**src/rtl/tmin_bi_pkg.sv**
```systemverilog
// Package: shared constants and types for the transition-minimising bus inverter.
// Assumes: exactly two output buses (odd and even), indexed by bus_sel_e.
package tmin_bi_pkg;

    localparam int NUM_BUS = 2;

    typedef enum logic [0:0] {
        BUS_ODD  = 1'b0,
        BUS_EVEN = 1'b1
    } bus_sel_e;

endpackage

```
**src/rtl/tmin_bi_popcount.sv**
```systemverilog
// Module: tmin_bi_popcount
// Counts how many bits are set in a word. It is used to count the bits that would
// toggle between two words.
// Assumes: W >= 1; the result is purely combinational.
module tmin_bi_popcount #(
    parameter int W  = 36,
    parameter int CW = $clog2(W + 1)
) (
    input  logic [W-1:0]  bits_i,
    output logic [CW-1:0] count_o
);

    // Sum of the set bits in bits_i.
    always_comb begin
        count_o = '0;
        for (int i = 0; i < W; i++) begin
            count_o = count_o + CW'(bits_i[i]);
        end
    end

endmodule

```
**src/rtl/tmin_bi_lane.sv**
```systemverilog
// Module: tmin_bi_lane
// One encoder lane. It compares a valid input word with the word it drove last and
// drives the complement with polarity 1 when more than half of the bits would toggle.
// Assumes: active_i already combines enable and single-bus mode; outputs are
// registered, so results appear one clock after the valid cycle.
module tmin_bi_lane #(
    parameter int W = 36
) (
    input  logic         clk,
    input  logic         rst_n,
    input  logic         active_i,
    input  logic         valid_i,
    input  logic [W-1:0] data_i,
    output logic [W-1:0] word_o,
    output logic         pol_o
);

    localparam int            CW   = $clog2(W + 1);
    localparam logic [CW-1:0] HALF = CW'(W / 2);

    logic [W-1:0]  word_q;
    logic          pol_q;
    logic [CW-1:0] toggles;
    logic          invert;

    tmin_bi_popcount #(.W(W), .CW(CW)) u_count (
        .bits_i  (data_i ^ word_q),
        .count_o (toggles)
    );

    // Invert only while active and when strictly more than half of the bits toggle.
    always_comb begin
        invert = active_i && (toggles > HALF);
    end

    // Store the driven word on valid cycles; clear polarity while inactive.
    always_ff @(posedge clk) begin
        if (!rst_n) begin
            word_q <= '0;
            pol_q  <= 1'b0;
        end else begin
            if (valid_i) begin
                word_q <= invert ? ~data_i : data_i;
            end
            if (!active_i) begin
                pol_q <= 1'b0;
            end else if (valid_i) begin
                pol_q <= invert;
            end
        end
    end

    assign word_o = word_q;
    assign pol_o  = pol_q;

    // the driven word always decodes back to the input through the polarity line.
    p_decode_r2: assert property (@(posedge clk) disable iff (!rst_n)
        (valid_i && active_i) |=> (word_q == ($past(data_i) ^ {W{pol_q}})));

    // after an active valid word, at most half of the lines changed.
    p_limit_r4: assert property (@(posedge clk) disable iff (!rst_n)
        (valid_i && active_i) |=> ($countones(word_q ^ $past(word_q)) <= (W / 2)));

    // a valid word while inactive passes through unchanged.
    p_pass_r5: assert property (@(posedge clk) disable iff (!rst_n)
        (valid_i && !active_i) |=> (word_q == $past(data_i)));

    // polarity is low one clock after any inactive cycle.
    p_pol_off_r5: assert property (@(posedge clk) disable iff (!rst_n)
        !active_i |=> !pol_q);

    // without valid, the stored word holds.
    p_hold_word_r7: assert property (@(posedge clk) disable iff (!rst_n)
        !valid_i |=> $stable(word_q));

    // without valid while active, polarity holds.
    p_hold_pol_r7: assert property (@(posedge clk) disable iff (!rst_n)
        (!valid_i && active_i) |=> $stable(pol_q));

endmodule

```
**src/rtl/tmin_bus_inverter.sv**
```systemverilog
// Module: tmin_bus_inverter
// Top level. It has two independent encoder lanes, one for the odd bus and one for
// the even bus. Encoding is active only with enable high and single-bus mode low.
// Assumes: both buses share one clock; a lane that has no valid word holds its outputs.
module tmin_bus_inverter #(
    parameter int W = 36
) (
    input  logic         clk,
    input  logic         rst_n,
    input  logic         enable_i,
    input  logic         single_bus_i,
    input  logic [W-1:0] odd_data_i,
    input  logic         odd_valid_i,
    input  logic [W-1:0] even_data_i,
    input  logic         even_valid_i,
    output logic [W-1:0] odd_data_o,
    output logic         odd_pol_o,
    output logic [W-1:0] even_data_o,
    output logic         even_pol_o
);

    import tmin_bi_pkg::*;

    logic             active;
    logic [W-1:0]     lane_data [NUM_BUS];
    logic             lane_valid[NUM_BUS];
    logic [W-1:0]     lane_word [NUM_BUS];
    logic             lane_pol  [NUM_BUS];

    // Encoding is forced off in single-bus configuration.
    always_comb begin
        active = enable_i && !single_bus_i;
    end

    // Route the named bus ports onto the lane arrays.
    always_comb begin
        lane_data[BUS_ODD]   = odd_data_i;
        lane_valid[BUS_ODD]  = odd_valid_i;
        lane_data[BUS_EVEN]  = even_data_i;
        lane_valid[BUS_EVEN] = even_valid_i;
    end

    // one self-contained lane per bus.
    for (genvar b = 0; b < NUM_BUS; b++) begin : g_lane
        tmin_bi_lane #(.W(W)) u_lane (
            .clk      (clk),
            .rst_n    (rst_n),
            .active_i (active),
            .valid_i  (lane_valid[b]),
            .data_i   (lane_data[b]),
            .word_o   (lane_word[b]),
            .pol_o    (lane_pol[b])
        );
    end

    assign odd_data_o  = lane_word[BUS_ODD];
    assign odd_pol_o   = lane_pol[BUS_ODD];
    assign even_data_o = lane_word[BUS_EVEN];
    assign even_pol_o  = lane_pol[BUS_EVEN];

    // in single-bus mode both polarity lines are low one clock later.
    p_single_off_r6: assert property (@(posedge clk) disable iff (!rst_n)
        single_bus_i |=> (!odd_pol_o && !even_pol_o));

    // outputs are clear on the clock after a reset cycle.
    p_reset_r1: assert property (@(posedge clk)
        !rst_n |=> (odd_data_o == '0 && even_data_o == '0 && !odd_pol_o && !even_pol_o));

endmodule

```
**config.mk**
```make
export PLATFORM = sky130hd
export DESIGN_NAME = tmin_bus_inverter
export DESIGN_NICKNAME = d
export VERILOG_FILES = /design/src/rtl/tmin_bi_pkg.sv /design/src/rtl/tmin_bi_popcount.sv /design/src/rtl/tmin_bi_lane.sv /design/src/rtl/tmin_bus_inverter.sv
export SDC_FILE = /design/constraint.sdc
export NUM_CORES = 1
export LEC_CHECK = 0
export ABC_AREA = 1
export BUFFER_PORTS_ARGS = -buffer_cell sky130_fd_sc_hd__buf_4
export CAP_MARGIN = 20
export CORE_MARGIN = 4
export CORE_UTILIZATION = 56
export CTS_CLUSTER_DIAMETER = 100
export DETAILED_ROUTE_END_ITERATION = 6
export PLACE_DENSITY = 0.89
export SYNTH_ARGS = -nofsm -noshare
export SYNTH_HDL_FRONTEND = slang
export SYNTH_SLANG_ARGS = --single-unit
export TNS_END_PERCENT = 1
```
**constraint.sdc**
```tcl
create_clock -name clk -period 8 [get_ports clk]
set_input_delay 2 -clock clk [delete_from_list [all_inputs] [get_ports clk]]
set_output_delay 2 -clock clk [all_outputs]
set_load 0.02 [all_outputs]
```
==> results of run 1 <==
-- worst reg2reg max path: stages, from the launching register on --
cell and delay (ps):
dfxtp_1 370, xor2_1 250, fa_1 510, fa_1 570
fa_1 450, fa_1 520, fa_1 540, inv_1 50
fa_1 470, inv_1 80, ha_1 180, inv_1 70
fa_1 370, inv_1 90, nand2_1 70, nand2_1 60
nand3_1 80, nand3_1 90, nand2_1 60, nand2_2 220
nand2_4 300, nand2_1 170, nand3_1 90, nand2_1 90
inv_1 30
-- flip-flops by register name (all words and copies together), names as in the netlist --
signal and cells:
g_lane.u_lane.word_o 72, g_lane.u_lane.pol_o 2
-- stage by stage --
stage          hold WS, ps  instances  utilization, %
4_1_cts                535       1256            70.1
2_1_floorplan          592        981               -
6_report               534       1256            70.1
3_5_place_dp           522       1240            67.5
3_3_place_gp           512       1240            67.5
5_1_grt                572       1256            70.1
-- Yosys cell counts --
| master | number | area share, % |
|---|---|---|
| a21oi_1 | 5 | 0.38 |
| a21oi_4 | 2 | 0.49 |
| buf_1 | 4 | 0.23 |
| buf_2 | 9 | 0.68 |
| buf_4 | 6 | 0.68 |
| buf_6 | 6 | 1.0 |
| clkbuf_1 | 17 | 0.96 |
| dfxtp_1 | 74 | 22 |
| fa_1 | 56 | 17 |
| ha_1 | 16 | 3.0 |
| inv_1 | 212 | 12 |
| inv_2 | 1 | 0.056 |
| nand2_1 | 177 | 10 |
| nand2_2 | 2 | 0.19 |
| nand2_4 | 2 | 0.34 |
| nand3_1 | 157 | 12 |
| nand3_2 | 1 | 0.15 |
| nor2_1 | 154 | 8.7 |
| nor3_1 | 2 | 0.15 |
| o21ai_0 | 3 | 0.23 |
| or2_1 | 2 | 0.19 |
| xnor2_1 | 34 | 4.5 |
| xor2_1 | 39 | 5.1 |
-- final cells by class --
cell class,instances,area [um^2],area share [%]
multi-input combinational,652,4130,51.2
sequential,74,1480,18.4
timing repair buffer,158,1190,14.7
inverter,213,800,9.91
clock buffer,9,225,2.79
tap,143,179,2.22
clock inverter,7,67.6,0.837
-- cell families (layout without fill, tap and decap cells) --
family                     Yosys count  in the layout  synth area share (%)
and+or+nand+nor                    497            497                  31.5
DFF                                 74             74                  22.3
buffers and inverters              255            387                  15.6
AOI/OAI and AO/OA                   10             10                  1.09
xor gates and xnor gates            73             73                  9.62
adders and majority gates           72             72                  19.9
-- routing by layer --
| layer | wire length (um) | GRT usage (%) | part of all wire, % | vias up |
|---|---|---|---|---|
| met3 | 935 | 4.06 | 5.7 | 27 |
| met5 | 0 | 0 | 0 | - |
| li1 | - | - | - | 3142 |
| met4 | 397 | 10.2 | 2.4 | 0 |
| met1 | 7170 | 33.6 | 44 | 2842 |
| met2 | 7820 | 38.3 | 48 | 186 |
-- worst min-delay path by stage --
stage | startpoint | endpoint | slack [ps] | cells after the start
3_5_place_dp | g_lane[1].u_lane.pol_o | g_lane[1].u_lane.pol_o | 520 | 2
3_3_place_gp | g_lane[1].u_lane.pol_o | g_lane[1].u_lane.pol_o | 510 | 2
5_1_grt | g_lane[0].u_lane.pol_o | g_lane[0].u_lane.pol_o | 570 | 2
2_1_floorplan | g_lane[0].u_lane.pol_o | g_lane[0].u_lane.pol_o | 590 | 2
6_report | g_lane[1].u_lane.pol_o | g_lane[1].u_lane.pol_o | 530 | 2
4_1_cts | g_lane[1].u_lane.pol_o | g_lane[1].u_lane.pol_o | 530 | 2
==> flow_summary.yaml, run 1 <==
logic_synthesis:
  yosys_register_bits: 74
  syn_area_um2: 6650
  synthCells: 981
  ys_warn_count: 0
  syn-mean-instance-area_um2: 6.78
  synth.net_count: 1131
  synthDistinctLibCells: 23
  yosysSeqAreaShare_pct: 22.3
worst_setup_path:
  cp-start-kind: "primary input"
  crit_start: "odd_data_i[1]"
  reg2reg_depth: 24
  crit_path_max_fanout: 37
  worstSetupPathType: "primary input to register"
  critical_path.slowest_cell: "fa_1"
  rr_endpoint: "g_lane[0].u_lane.word_o[17]"
  reg2reg_from: "g_lane[0].u_lane.word_o[13]"
  critical-path-top-delay-family: "adder cells"
  r2r_setup_slack_ps: 2110
  end_kind: "register"
  setup.worst_path.end: "g_lane[0].u_lane.word_o[17]"
  worstSetupPathDepth: 26
  slowest_delay_ps: 540
  path_common_cell: "fa_1"
  critical_path_required_ps: 8250
  crit_arrival_ps: 7550
  cp_num_buf_inv: 7
drt:
  wirelength_um: 16300
  vias: 6197
  drc: 0
  ant_nets: 0
  wl_per_cell_um: 13.0
  viasPerCell: 4.93
  drtIter0Drc: 386
  dr.pass1.iters: 7
die:
  die_h_um: 117
  io_pins: 152
  die_w_um: 117
  core_um2: 11500
  rows: 39
  die_area_um2: 13700
  initial_core_util_pct: 57.7
timing:
  setup_slack_ps: 693
  finalMaxSlewViolations: 0
  relSlewSlack_pct: 44.6
  fin_crit_ps: 7310
  period_share_pct: 91.3
  fmaxAchievable_mhz: 137
  rsz0062_at_grt: "no"
  final-setup-viol-count: 0
  clock_skew_ps: 12.0
  worst_slew_pin_slew_ps: 831
  hold_viol: 0
  setup_tns_ps: 0
clock_tree:
  cts_resized: 0
  clk_pin_slew_worst_paths_ps: 60
  cts_max_level: 3
  cts_tree: "yes"
  clock_path_buffers: 2
  cts_buffers: 9
  ctsHoldBuffers: 0
  clock-root-buffer: "clkbuf_16"
  clk_latency_ps: 350
  postCtsSetupBuffers: 0
  clock_sinks: 74
placement:
  place_worst_setup_slack_ps: 374
  gp_congestion: 0.856
  portBuffers: 151
  dp_hpwl_um: 12000
  postPlaceCellArea_um2: 7770
global_route:
  grt_first_pass_wirelength_um: 26800
  grt_pass1_vias: 5718
  antenna_found_initial: 0
  overflow: 0
  grtUsageTotal_pct: 24.4
  grt_max_degree: 75
cells_and_area:
  stdcell_area_um2: 8070
  nets: 1258
  synthToLayoutAreaGrowth_pct: 21.4
  diodes: 0
  layout_commonest_cell: "inv_1"
  fill_cells: 912
  drive_gt1_share_pct: 16.4
  most-common-layout-cells: "inv_1 (212), nand2_1 (177), buf_4 (158)"
outcome:
  status: "finished, final reports clean"
flow_run:
  drv_cap: 0
hold_path:
  worstHoldPathType: "register to register"
Power of run 1 is left out: the tool's default activity adds up to more than one toggle a clock period on the data nets, which glitch-free logic cannot reach.
==> inputs of run 2 (changes only) <==
--- a/config.mk
+++ b/config.mk
@@ -5,11 +5,10 @@
 export SDC_FILE = /design/constraint.sdc
 export NUM_CORES = 1
 export LEC_CHECK = 0
-export ABC_AREA = 1
 export BUFFER_PORTS_ARGS = -buffer_cell sky130_fd_sc_hd__buf_4
 export CAP_MARGIN = 20
 export CORE_MARGIN = 4
-export CORE_UTILIZATION = 56
+export CORE_UTILIZATION = 55
 export CTS_CLUSTER_DIAMETER = 100
 export DETAILED_ROUTE_END_ITERATION = 6
 export PLACE_DENSITY = 0.89
==> flow_summary.yaml, run 2 <==
outcome:
  status: "finished, final reports clean"
logic_synthesis:
  yosysSeqAreaShare_pct: 24.1
  syn-mean-instance-area_um2: 8.63
  synth-main-ff-cell: "dfxtp_1"
  syn_area_um2: 6150
  synthCells: 712
  synth.net_count: 862
  yosys_register_bits: 74
  synth_enable_flop_cells: 0
  synth_top_cell_by_area: "dfxtp_1"
  synthTopCellsByCount: "o21ai_0 (106), dfxtp_1 (74), a211oi_1 (73)"
  yosysMostFrequentCell: "o21ai_0"
  synth-async-reset-ratio_pct: 0
  ys_warn_count: 0
  synth_area_leaders: "dfxtp_1 (24%), fa_1 (18%), a211oi_1 (8.9%)"
  synth_top_area_share_pct: 24.1
  synthDistinctLibCells: 42
timing:
  whs_ps: 573
  fin_crit_ps: 7620
  hold_viol: 0
  setup_tns_ps: 0
  fmaxAchievable_mhz: 131
  clock_skew_ps: 16.9
  relSlewSlack_pct: 53.6
  worst_slew_pin_slew_ps: 696
  final-setup-viol-count: 0
  finalMaxSlewViolations: 0
  period_share_pct: 95.2
  rsz0062_at_grt: "no"
worst_setup_path:
  worstSetupPathType: "primary input to register"
  end_kind: "register"
  crit_arrival_ps: 7880
  crit_path_max_fanout: 73
  cp-start-kind: "primary input"
  critical_path_required_ps: 8260
drt:
  wirelength_um: 16000
  ant_nets: 0
  vias: 5588
  dr.pass1.iters: 5
  drtIter0Drc: 415
  highest_layer: "met4"
  drc: 0
  met2_length_um: 7750
  wl_met1_um: 6380
  viasPerCell: 5.75
  wl_per_cell_um: 16.4
  wl_met3_um: 1450
global_route:
  grt_pass1_vias: 5576
  grtUsageTotal_pct: 25.3
  antenna_found_initial: 0
  grt_max_degree: 75
  grt_first_pass_wirelength_um: 26900
  overflow: 0
clock_tree:
  clk_pin_slew_worst_paths_ps: 90
  clock_sinks: 74
  ctsHoldBuffers: 0
  cts_buffers: 9
  clk_latency_ps: 350
  cts_max_level: 3
  postCtsSetupBuffers: 0
  clock_path_buffers: 2
  cts_tree: "yes"
  clock-root-buffer: "clkbuf_8"
  cts_resized: 0
die:
  initial_core_util_pct: 56.5
  die_w_um: 114
  die_area_um2: 12900
  core_um2: 10900
  rows: 38
  io_pins: 152
  die_h_um: 114
placement:
  dp_cells: 955
  gp_congestion: 0.820
  dp_hpwl_um: 11400
  postPlaceCellArea_um2: 7300
  portBuffers: 151
cells_and_area:
  nets: 976
  finalNonFillerCells: 971
  most-common-layout-cells: "buf_4 (157), o21ai_0 (106), dfxtp_1 (74)"
  layout_commonest_cell: "buf_4"
  stdcell_area_um2: 7500
  drive_gt1_share_pct: 22.3
  fill_cells: 893
  largest_reg_flops: 72
  synthToLayoutAreaGrowth_pct: 22.0
  diodes: 0
flow_run:
  drv_cap: 0
hold_path:
  worstHoldPathType: "register to register"
run 2: cell count changes in the layout (fill, tap and decap cells not counted), sizes merged, moves of 39 or more:
cell	before	now
a211oi	0	73
inv	214	61
nand2	181	39
nand3	158	3
nor2	154	42
o21ai	3	110
or3	0	39
run 2: final timing paths:
path	from	end	depth (start not counted)	slack, ps
setup / recovery	odd_data_i[0]	g_lane[0].u_lane.word_o[13]	21	380
hold / removal	g_lane[0].u_lane.word_o[10]	g_lane[0].u_lane.word_o[10]	2	570
setup reg to reg	g_lane[0].u_lane.word_o[0]	g_lane[0].u_lane.word_o[13]	20	1780
hold reg to reg	g_lane[0].u_lane.word_o[10]	g_lane[0].u_lane.word_o[10]	2	570
run 2: cell type report:
class	count	area [um^2]	area share, %
Sequential cell	74	1480	19.8
Clock buffer	11	141	1.89
Timing Repair Buffer	160	1240	16.5
Tap cell	140	175	2.34
Inverter	59	221	2.95
Multi-Input combinational cell	522	4180	55.7
Clock inverter	5	60.1	0.801
run 2: logic make-up after synthesis:
kind of cell	Yosys count	share of synthesized area, %
simple gates	138	10.9
xor+xnor	75	10.7
compound gates	236	24.2
mux	1	0.244
fa+ha+maj	72	21.5
buf+inv	116	8.37
flops	74	24.1
run 2: through the flow:
step	setup WS, ps	util, %
after floorplan	402	-
after global placement	166	67.0
after detailed placement	1.57	67.0
after CTS	381	68.9
after global routing	113	68.9
final	380	68.9
run 2: critical path, stage by stage:
cell	delay [ps]
buf_4	130
xnor2_1	140
fa_1	560
inv_1	70
fa_1	500
fa_1	520
fa_1	520
fa_1	540
inv_1	50
fa_1	520
inv_1	40
ha_1	200
inv_1	70
fa_1	460
mux2_4	290
a211o_1	300
nand3_2	90
o311ai_4	110
buf_12	200
or3_1	360
a31oi_1	190
run 2: per-layer routing:
layer	vias to the layer above	GRT usage (%)
li1	2685	-
met1	2649	32.9
met2	224	41.4
met3	30	6.90
met4	0	7.29
met5	-	0
Power of run 2 is left out for the same reason.
==> inputs of run 3 (changes only) <==
--- a/config.mk
+++ b/config.mk
@@ -7,12 +7,15 @@
 export LEC_CHECK = 0
 export BUFFER_PORTS_ARGS = -buffer_cell sky130_fd_sc_hd__buf_4
 export CAP_MARGIN = 20
+export CELL_PAD_IN_SITES_DETAIL_PLACEMENT = 0
+export CELL_PAD_IN_SITES_GLOBAL_PLACEMENT = 2
 export CORE_MARGIN = 4
-export CORE_UTILIZATION = 55
+export CORE_UTILIZATION = 35
 export CTS_CLUSTER_DIAMETER = 100
 export DETAILED_ROUTE_END_ITERATION = 6
-export PLACE_DENSITY = 0.89
+export PLACE_DENSITY = 0.9
 export SYNTH_ARGS = -nofsm -noshare
 export SYNTH_HDL_FRONTEND = slang
+export SYNTH_HIERARCHICAL = 1
 export SYNTH_SLANG_ARGS = --single-unit
 export TNS_END_PERCENT = 1
==> flow_summary.yaml, run 3 <==
cells_and_area:
  most-common-layout-cells: "buf_4 (178), inv_1 (98), a21oi_1 (76), xor2_1 (76), dfxtp_1 (74)"
  fill_cells: 2177
  largest_reg_flops: 72
  synthToLayoutAreaGrowth_pct: 23.3
  layout_commonest_cell: "buf_4"
  multi_input_area_um2: 5670
  nets: 1147
  diodes: 0
  drive_gt1_share_pct: 27.6
  ff_latch_area_um2: 1480
worst_setup_path:
  cp-start-kind: "primary input"
  end_kind: "register"
  critical_path_required_ps: 8240
  crit_arrival_ps: 8000
  worstSetupPathType: "primary input to register"
  crit_path_max_fanout: 15
  reg2reg_depth: 20
die:
  core_um2: 21900
  rows: 54
  io_pins: 152
  die_w_um: 158
  die_h_um: 158
  initial_core_util_pct: 35.8
  die_area_um2: 24800
global_route:
  grt_max_degree: 76
  grtUsageTotal_pct: 17.5
  grt_pass1_vias: 6423
  grt_first_pass_wirelength_um: 34800
  antenna_found_initial: 0
  overflow: 0
logic_synthesis:
  synthTopCellsByCount: "inv_1 (100), xor2_1 (78), a21oi_1 (76)"
  synthDistinctLibCells: 27
  syn-mean-instance-area_um2: 8.99
  synthMuxAreaShare_pct: 0
  synth_top_cell_by_area: "dfxtp_1"
  yosysMostFrequentCell: "inv_1"
  yosys_register_bits: 74
  synth_area_leaders: "dfxtp_1 (19%), fa_1 (15%), a2111oi_2 (11%)"
  synth-xor-area-share_pct: 8.72
  synth_top_area_share_pct: 18.9
  synth_compound_area_share_pct: 32.6
  ys_warn_count: 6
  synth-main-ff-cell: "dfxtp_1"
  yosysSeqAreaShare_pct: 18.9
  synth_top_family_by_area: "compound AO/OA/AOI/OAI gates"
  synth-async-reset-ratio_pct: 0
  synth-simple-area-share_pct: 11.5
  synth_enable_flop_cells: 0
  synthCells: 871
  synth.net_count: 1029
  syn_area_um2: 7830
  synthAdderAreaFrac_pct: 18.3
timing:
  whs_ps: 536
  fmaxAchievable_mhz: 129
  finalMaxSlewViolations: 0
  fin_crit_ps: 7760
  rsz0062_at_grt: "yes"
  hold_viol: 0
  final-setup-viol-count: 0
  period_share_pct: 97.0
  relSlewSlack_pct: 30.7
  clock_skew_ps: 7.72
  worst_slew_pin_slew_ps: 1040
outcome:
  status: "finished, final reports clean"
drt:
  wirelength_um: 21600
  wl_per_cell_um: 16.9
  drc: 0
  dr.pass1.iters: 4
  drtIter0Drc: 328
  vias: 6634
  ant_nets: 0
  viasPerCell: 5.21
clock_tree:
  clock_path_buffers: 2
  cts_max_level: 3
  clk_pin_slew_worst_paths_ps: 60
  postCtsSetupBuffers: 0
  ctsHoldBuffers: 0
  cts_buffers: 9
  clock-root-buffer: "clkbuf_16"
  clk_latency_ps: 350
  cts_tree: "yes"
  clock_sinks: 74
hold_path:
  hold-path-cell-count: 2
  worstHoldPathType: "register to register"
placement:
  gp_congestion: 0.758
  dp_hpwl_um: 15100
  portBuffers: 151
flow_run:
  drv_cap: 0
==> run 3: cell count changes in the layout (fill, tap and decap cells not counted), moves of 36 or more <==
cell | before | now
nand2_1 | 39 | 0
nand3_1 | 2 | 72
nor2_1 | 42 | 6
nor2b_1 | 5 | 72
xnor2_1 | 36 | 0
xor2_1 | 39 | 76
a2111oi_2 | 0 | 63
or3_1 | 39 | 0
inv_1 | 58 | 98
a21oi_1 | 1 | 76
o21ai_0 | 106 | 0
a31oi_1 | 36 | 0
o21a_1 | 0 | 72
==> run 3: final cells by class <==
| class | instances | area share, % |
|---|---|---|
| inverters | 100 | 3.89 |
| repair buffers | 185 | 15.1 |
| multi-input cells | 619 | 58.7 |
| clock inverters | 6 | 0.932 |
| clock buffers | 10 | 2.47 |
| flip-flops and latches | 74 | 15.3 |
| well taps | 280 | 3.63 |
==> run 3: final timing paths <==
path / start / endpoint / slack, ps
max: even_data_i[0] / g_lane[1].u_lane/word_o[17] / 240
max reg2reg: g_lane[1].u_lane/word_o[0] / g_lane[1].u_lane/word_o[17] / 1600
min reg2reg: g_lane[1].u_lane/pol_o / g_lane[1].u_lane/pol_o / 540
min: g_lane[1].u_lane/pol_o / g_lane[1].u_lane/pol_o / 540
==> run 3: cells by family after synthesis <==
family | Yosys count
buf+inv | 178
xor+xnor | 78
simple gates | 159
flops | 74
fa+ha+maj | 80
compound gates | 302
==> run 3: stage by stage <==
stage	util, %	cell area (um^2)	std cells	setup WS [ps]	TNS (ps)
finish	44.1	9660	1274	237	0
global route	44.1	9660	1274	-21.9	-104
CTS	43.8	9590	1274	159	0
detailed placement	42.3	9260	1258	-195	-7730
global placement	42.3	9260	1258	-131	-4780
floorplan	-	7830	871	140	0
==> run 3: critical path, stage by stage <==
cell and delay [ps]:
buf_4 120, xor2_1 130, inv_1 70, fa_1 540, inv_1 50, fa_1 410, fa_1 510, fa_1 520
fa_1 510, fa_1 550, inv_1 60, fa_1 530, inv_1 50, ha_1 300, a211oi_2 270, nor2_1 90
xor2_1 140, a211o_1 310, and4_2 290, buf_12 170, a2111oi_1 370
==> run 3: what timing repair did <==
action	4_1_cts	5_1_grt
resized for setup	0	20
hold endpoints to repair	0	0
setup endpoints to repair	0	20
==> run 3: per-layer routing <==
layer / global-route usage (%) / share of wire, %
met3: 2.46 / 4.7
met2: 27.5 / 46
met5: 0 / 0
met1: 25.4 / 48
met4: 4.75 / 1.3
Power of run 3 is left out for the same reason.
